`src/rtl/mc_pkg.sv`:
```
package mc_pkg;
  localparam int XLEN = 16;
  typedef logic [XLEN-1:0] word_t;

  localparam logic [3:0] OP_ADD  = 4'b0001;
  localparam logic [3:0] OP_LDR  = 4'b0110;
  localparam logic [3:0] OP_JMP  = 4'b1100;
  localparam logic [3:0] OP_HALT = 4'b1111;

  typedef enum logic [3:0] {
    S_F1    = 4'd1,
    S_F2    = 4'd2,
    S_F3    = 4'd3,
    S_DEC   = 4'd4,
    S_ADD   = 4'd5,
    S_LD_EA = 4'd6,
    S_LD_RD = 4'd7,
    S_LD_WB = 4'd8,
    S_JMP   = 4'd9,
    S_HALT  = 4'd10
  } state_t;

  typedef struct packed {
    logic g_pc;
    logic g_mdr;
    logic g_ea;
    logic g_alu;
    logic ld_mar;
    logic ld_pc;
    logic pc_jmp;
    logic ld_mdr;
    logic ld_ir;
    logic rf_we;
    logic mem_rd;
    logic halt_clr;
  } ctl_t;

  function automatic word_t pc_next(input word_t pc);
    return pc + word_t'(1);
  endfunction

  function automatic word_t sext6(input logic [5:0] v);
    return {{(XLEN-6){v[5]}}, v};
  endfunction

  function automatic word_t ea_calc(input word_t base, input logic [5:0] off);
    return base + sext6(off);
  endfunction

  function automatic word_t alu_add(input word_t a, input word_t b);
    return a + b;
  endfunction
endpackage

```
`src/rtl/mc_regfile.sv`:
```
module mc_regfile #(
  parameter int NREG = 8,
  parameter int W    = 16,
  localparam int AW  = $clog2(NREG)
) (
  input  logic          clk,
  input  logic          rst_n,
  input  logic          we,
  input  logic [AW-1:0] wa,
  input  logic [W-1:0]  wd,
  input  logic [AW-1:0] ra1,
  input  logic [AW-1:0] ra2,
  output logic [W-1:0]  rd1,
  output logic [W-1:0]  rd2
);
  logic [W-1:0] regs [NREG];

  always_ff @(posedge clk or negedge rst_n) begin
    if (!rst_n) begin
      for (int i = 0; i < NREG; i++) regs[i] <= '0;
    end else if (we) begin
      regs[wa] <= wd;
    end
  end

  assign rd1 = regs[ra1];
  assign rd2 = regs[ra2];
endmodule

```
`src/rtl/mc_runlatch.sv`:
```
module mc_runlatch (
  input  logic clk,
  input  logic rst_n,
  input  logic set_req,
  input  logic clr_req,
  output logic run
);
  // setting has priority over clearing
  always_ff @(posedge clk or negedge rst_n) begin
    if (!rst_n)       run <= 1'b1;
    else if (set_req) run <= 1'b1;
    else if (clr_req) run <= 1'b0;
  end
endmodule

```
`src/rtl/mc_ctrl.sv`:
```
module mc_ctrl
  import mc_pkg::*;
(
  input  logic       clk,
  input  logic       rst_n,
  input  logic       ce,
  input  logic [3:0] opcode,
  output state_t     state_q,
  output ctl_t       ctl
);
  state_t nxt;

  always_comb begin
    ctl = '0;
    nxt = S_F1;
    unique case (state_q)
      S_F1:    begin ctl.g_pc = 1'b1; ctl.ld_mar = 1'b1; ctl.ld_pc = 1'b1; nxt = S_F2; end
      S_F2:    begin ctl.mem_rd = 1'b1; ctl.ld_mdr = 1'b1; nxt = S_F3; end
      S_F3:    begin ctl.g_mdr = 1'b1; ctl.ld_ir = 1'b1; nxt = S_DEC; end
      S_DEC: begin
        case (opcode)
          OP_ADD:  nxt = S_ADD;
          OP_LDR:  nxt = S_LD_EA;
          OP_JMP:  nxt = S_JMP;
          OP_HALT: nxt = S_HALT;
          default: nxt = S_F1;
        endcase
      end
      S_ADD:   begin ctl.g_alu = 1'b1; ctl.rf_we = 1'b1; end
      S_LD_EA: begin ctl.g_ea = 1'b1; ctl.ld_mar = 1'b1; nxt = S_LD_RD; end
      S_LD_RD: begin ctl.mem_rd = 1'b1; ctl.ld_mdr = 1'b1; nxt = S_LD_WB; end
      S_LD_WB: begin ctl.g_mdr = 1'b1; ctl.rf_we = 1'b1; end
      S_JMP:   begin ctl.ld_pc = 1'b1; ctl.pc_jmp = 1'b1; end
      S_HALT:  ctl.halt_clr = 1'b1;
      default: nxt = S_F1;
    endcase
  end

  always_ff @(posedge clk or negedge rst_n) begin
    if (!rst_n)  state_q <= S_F1;
    else if (ce) state_q <= nxt;
  end
endmodule

```
`src/rtl/mc_core.sv`:
```
module mc_core
  import mc_pkg::*;
#(
  parameter int    NREG     = 8,
  parameter word_t RESET_PC = '0
) (
  input  logic        clk,
  input  logic        rst_n,
  input  logic        start,
  input  logic [15:0] mem_rdata,
  output logic [15:0] mem_addr,
  output logic        mem_rd,
  output logic        mem_we,
  output logic [15:0] mem_wdata,
  output logic        halted
);
  localparam int RAW = $clog2(NREG);

  word_t  pc_q, mar_q, mdr_q, ir_q, bus;
  word_t  rd1, rd2, ea_val, alu_val;
  logic   run;
  ctl_t   ctl;
  state_t state_q;
  logic [3:0] gates;

  mc_runlatch u_run (
    .clk(clk), .rst_n(rst_n), .set_req(start), .clr_req(ctl.halt_clr), .run(run)
  );

  mc_ctrl u_ctrl (
    .clk(clk), .rst_n(rst_n), .ce(run), .opcode(ir_q[15:12]),
    .state_q(state_q), .ctl(ctl)
  );

  mc_regfile #(.NREG(NREG), .W(XLEN)) u_rf (
    .clk(clk), .rst_n(rst_n), .we(run & ctl.rf_we),
    .wa(ir_q[9 +: RAW]), .wd(bus),
    .ra1(ir_q[6 +: RAW]), .ra2(ir_q[0 +: RAW]),
    .rd1(rd1), .rd2(rd2)
  );

  assign ea_val  = ea_calc(rd1, ir_q[5:0]);
  assign alu_val = alu_add(rd1, rd2);
  assign gates   = {ctl.g_pc, ctl.g_mdr, ctl.g_ea, ctl.g_alu};

  always_comb begin
    bus = '0;
    if (ctl.g_pc)  bus = pc_q;
    if (ctl.g_mdr) bus = mdr_q;
    if (ctl.g_ea)  bus = ea_val;
    if (ctl.g_alu) bus = alu_val;
  end

  always_ff @(posedge clk or negedge rst_n) begin
    if (!rst_n) begin
      pc_q  <= RESET_PC;
      mar_q <= '0;
      mdr_q <= '0;
      ir_q  <= '0;
    end else if (run) begin
      if (ctl.ld_mar) mar_q <= bus;
      if (ctl.ld_pc)  pc_q  <= ctl.pc_jmp ? rd1 : pc_next(pc_q);
      if (ctl.ld_mdr) mdr_q <= mem_rdata;
      if (ctl.ld_ir)  ir_q  <= bus;
    end
  end

  assign mem_addr  = mar_q;
  assign mem_rd    = ctl.mem_rd;
  assign mem_we    = 1'b0;
  assign mem_wdata = mdr_q;
  assign halted    = ~run;
endmodule

```
`config.mk`:
```
export PLATFORM = sky130hd
export DESIGN_NAME = mc_core
export DESIGN_NICKNAME = d
export VERILOG_FILES = /design/src/rtl/mc_pkg.sv /design/src/rtl/mc_regfile.sv /design/src/rtl/mc_runlatch.sv /design/src/rtl/mc_ctrl.sv /design/src/rtl/mc_core.sv
export SDC_FILE = /design/constraint.sdc
export NUM_CORES = 1
export LEC_CHECK = 0
export CAP_MARGIN = 20
export CORE_MARGIN = 2
export CORE_UTILIZATION = 54
export CTS_BUF_LIST = sky130_fd_sc_hd__clkbuf_16
export CTS_CLUSTER_DIAMETER = 60
export DETAILED_ROUTE_END_ITERATION = 10
export GPL_TIMING_DRIVEN = 0
export PLACE_DENSITY = 0.77
export SETUP_SLACK_MARGIN = 0.2
export SLEW_MARGIN = 25
export SYNTH_ARGS = -nofsm -noshare
export SYNTH_HDL_FRONTEND = slang
export SYNTH_SLANG_ARGS = --single-unit
```
`constraint.sdc`:
```
create_clock -name clk -period 3.78 [get_ports clk]
set_input_delay 0.378 -clock clk [delete_from_list [all_inputs] [get_ports clk]]
set_output_delay 0.378 -clock clk [all_outputs]
set_load 0.005 [all_outputs]
```
==> qor.csv <==
stage;metric;value;unit
run_status;status;finished, final reports clean;
critical_path;rr_worst_depth;14;
power_and_ir_drop;clkPwrFrac;16.3;%
cts;cts_sinks;197;
timing;rsz0062_at_grt;yes;
power_and_ir_drop;switching_share;42.9;%
cts;clk_pin_slew_worst_paths;0.08;ns
grt;grt_max_degree;81;
final_layout;nNetsFinal;1309;
final_layout;diodes;0;
power_and_ir_drop;p_comb_share;56.0;%
final_layout;syn_to_final_growth;25.1;%
critical_path;crit_start;ir_q[0]$_DFFE_PN0P_;
critical_path;cp.arrival;4.08;ns
critical_path;path_buf_inv;4;
power_and_ir_drop;ir_drop;0.411;mV
critical_path;r2r_slack;0.02;ns
logic_synthesis;ys_ff_latch;197;
drt;avgViaCountPerCell;6.60;
cts;max-clock-path-buffers;2;
grt;overflow;0;
power_and_ir_drop;p_per_area;805;mW/mm2
grt;track_usage;33.5;%
critical_path;r2r_end;u_rf.regs[58]$_DFFE_PN0P_;
critical_path;path_cells;buf_8 -> buf_12 -> buf_12 -> mux4_2 -> mux2_4 -> ha_4 -> nand2_2 -> or4b_4 -> o22ai_4 -> o21ai_2 -> xor2_2 -> a221oi_4 -> buf_6 -> o21ai_1;
critical_path;crit_family;compound AO/OA/AOI/OAI gates;
timing;layout_worst_path_cycle_share;99.4;%
critical_path;r2r-start;ir_q[0]$_DFFE_PN0P_;
placement;routabilityCongestion;0.926;
floorplanning;die_area;0.0222;mm2
logic_synthesis;async_flop_share;100;%
logic_synthesis;synth_cells;1116;
drt;vias;10200;
timing;finalHoldViolations;0;
power_and_ir_drop;p_int;0.00653;W
drt;dr.pass1.iters;7;
critical_path;worst_setup_path_end_kind;flip-flop;
drt;totalWireLength;37200;um
cts;ctsRootBufferMaster;clkbuf_16;
grt;grt_pass1_wl;55900;um
power_and_ir_drop;switching_power;0.00491;W
floorplanning;ios;54;
final_layout;fillerInstances;1547;
floorplanning;die_x;149;um
critical_path;path_max_fanout;6;
critical_path;slowest_delay;0.53;ns
grt;grt_use_met2;55.7;%
grt;antenna_found_initial;0;
critical_path;cp_common_cell;buf_12;
power_and_ir_drop;leakage;5.98;nW
power_and_ir_drop;sequentialPowerShare;27.7;%
floorplanning;fp-row-count;53;
grt;grt_pass1_vias;9774;
floorplanning;chipHeight;149;um
placement;portBuffers;52;
logic_synthesis;synth_edf_count;0;
drt;ant_nets;0;
floorplanning;initial_core_util;54.6;%
critical_path;crit_type;flip-flop to flip-flop;
timing;maxSlewHeadroom;40.2;%
drt;drc_errors;0;
cts;cts_tree;done;
critical_path;cp_slowest_cell;mux4_2;
logic_synthesis;synth_top_flop_cell;dfrtp_1;
logic_synthesis;yosysWarnings;0;
timing;clock_skew;0.0128;ns
logic_synthesis;synthesis.area;0.0114;mm2
logic_synthesis;syn_nets;1168;
timing;drv_slew;0;
cts;cts_buffers;17;
grt;busiest_layer;met2;
flow_run;cap_violations;0;
timing;tightest_slew;0.898;ns
critical_path;crit_path_start_kind;flip-flop;
critical_path;cp.required;4.11;ns
hold_path;hold_path.class;primary input to async pin;
placement;post-dp-hpwl;24500;um
floorplanning;core-area;0.0208;mm2
grt;grtUsageMet3;6.15;%
logic_synthesis;avgSynthCellArea;10.2;um2
cts;h-tree-depth;4;
logic_synthesis;synth_seq_area_share;43.4;%
placement;place_area;0.0123;mm2
logic_synthesis;synth_cell_types;73;
drt;drt_iter0_markers;1146;
final_layout;post-route-util;68.3;%
final_layout;final_area;0.0142;mm2
timing;setup_violations;0;
grt;met1_usage;43.7;%
drt;routedWlPerCell;24.1;um
final_layout;layout-drive-gt1-share;26.5;%
cts;insertion_delay;0.46;ns
timing;max_freq;266;MHz
timing;min_period;3.76;ns
-- worst reg2reg max path, cell delays in order, from the launching register on --
cell      delay, ns
dfrtp_1        0.40
buf_8          0.16
buf_12         0.12
buf_12         0.11
mux4_2         0.53
mux2_4         0.31
ha_4           0.22
nand2_2        0.05
or4b_4         0.48
o22ai_4        0.24
o21ai_2        0.12
xor2_2         0.17
a221oi_4       0.41
buf_6          0.20
o21ai_1        0.08
-- per-stage QoR --
| stage | hold slack, ns | power [W] | setup WS (ns) | TNS, ns | instances |
|---|---|---|---|---|---|
| floorplan | 0.0824 | 0.00628 | 0.244 | 0 | 1116 |
| global placement | 0.467 | 0.00783 | -5.86 | -1190.49 | 1443 |
| detailed placement | 0.312 | 0.00796 | -0.770 | -53.72 | 1445 |
| CTS | 0.432 | 0.0108 | 0.0682 | 0 | 1530 |
| global route | 0.470 | 0.0119 | -0.0215 | -0.0621 | 1545 |
| finish | 0.413 | 0.0114 | 0.0222 | 0 | 1545 |
-- sequential cells by signal (all words and copies together) (netlist names) --
signal / flops
u_rf.regs: 128
ir_q: 16
mem_addr: 16
mem_wdata: 16
pc_q: 16
u_ctrl.state_q: 4
u_run.run: 1
-- cells in the mapped netlist (5+ instances only) --
cell type  instances  area [um2]
nand2_1          211         792
dfrtp_1          195        4880
o21ai_0          185         926
mux4_2            64        1440
a21oi_1           54         270
nor2_1            52         195
clkbuf_1          46         173
mux2_2            44         495
ha_1              31         388
nand3_1           17        85.1
buf_2             16        80.1
xnor2_1           16         140
a22oi_1           13        97.6
inv_1             13        48.8
xor2_1            13         114
a21o_1            10        75.1
nand2b_1           8        50.1
o21ai_2            8        70.1
a31oi_1            7        43.8
mux2i_1            7        70.1
nor2b_1            7        43.8
o22a_1             7        61.3
and3_1             6        37.5
o211ai_1           6        45.0
buf_1              5        18.8
o21a_1             5        37.5
-- routing by layer --
layer / routed length (um) / vias up
met5: 0 / -
met4: 1850 / 0
met3: 3400 / 154
met2: 18000 / 625
met1: 14000 / 5088
li1: - / 4334
-- timing repair --
action | CTS | global route
hold buffers | 1 | 0
resized for setup | 105 | 92
setup buffers | 49 | 13
setup endpoints to repair | 144 | 120
gates cloned | 3 | 2
pin swaps | 17 | 29
hold endpoints to repair | 46 | 0
-- cells by family after synthesis --
logic type                 share of synthesized area, %
xor gates and xnor gates                           2.23
and+or+nand+nor                                    11.9
muxes                                              17.8
DFF                                                43.4
adders and majority gates                          3.76
other                                            0.0330
AOI/OAI and AO/OA                                  17.9
buffers and inverters                              2.98
-- final cells by class --
type | count | area (um2) | area share (%)
Buffer | 69 | 430 | 3.03
Clock buffer | 17 | 425 | 2.99
Clock inverter | 15 | 180 | 1.27
Inverter | 13 | 48.8 | 0.343
Multi-Input combinational cell | 837 | 6580 | 46.3
Sequential cell | 197 | 4930 | 34.7
Tap cell | 275 | 344 | 2.42
Timing Repair Buffer | 122 | 1280 | 8.99
-- cells in the final DEF, fill, tap and decap left out, types with 9 or more instances in the layout --
master | Yosys | final
o21ai_0 | 185 | 144
clkdlybuf4s50_1 | 0 | 51
dfrtp_1 | 195 | 194
buf_12 | 0 | 13
clkbuf_1 | 46 | 36
mux4_2 | 64 | 64
nand3_1 | 17 | 17
clkbuf_16 | 0 | 17
o21ai_2 | 8 | 25
a22oi_1 | 13 | 13
inv_1 | 13 | 12
ha_1 | 31 | 13
ha_4 | 0 | 11
xnor2_1 | 16 | 13
buf_4 | 1 | 49
mux2_2 | 44 | 31
mux2_4 | 0 | 13
a21oi_1 | 54 | 47
nor2_1 | 52 | 51
xor2_1 | 13 | 11
buf_2 | 16 | 11
nand2_1 | 211 | 210
o21ai_1 | 1 | 25
a21o_1 | 10 | 9
buf_6 | 1 | 13
-- power groups by stage --
stage          Combinational [W]  Clock (W)  Sequential, W
2_1_floorplan            0.00326          0        0.00302
3_3_place_gp             0.00470          0        0.00313
3_5_place_dp             0.00480          0        0.00316
4_1_cts                  0.00580    0.00187        0.00313
5_1_grt                  0.00675    0.00196        0.00322
6_report                 0.00641    0.00187        0.00317
-- worst max path at each step --
stage          slack, ns  cells past startpoint                         end
3_5_place_dp       -0.77                     12   u_rf.regs[59]$_DFFE_PN0P_
2_1_floorplan       0.24                     12    mem_addr[10]$_DFFE_PN0P_
4_1_cts             0.07                     14  u_rf.regs[125]$_DFFE_PN0P_
3_3_place_gp       -5.86                      1   u_rf.regs[78]$_DFFE_PN0P_
6_report            0.02                     14   u_rf.regs[58]$_DFFE_PN0P_
5_1_grt            -0.02                     14   u_rf.regs[74]$_DFFE_PN0P_
No activity file was read; power rests on OpenSTA's default activity.
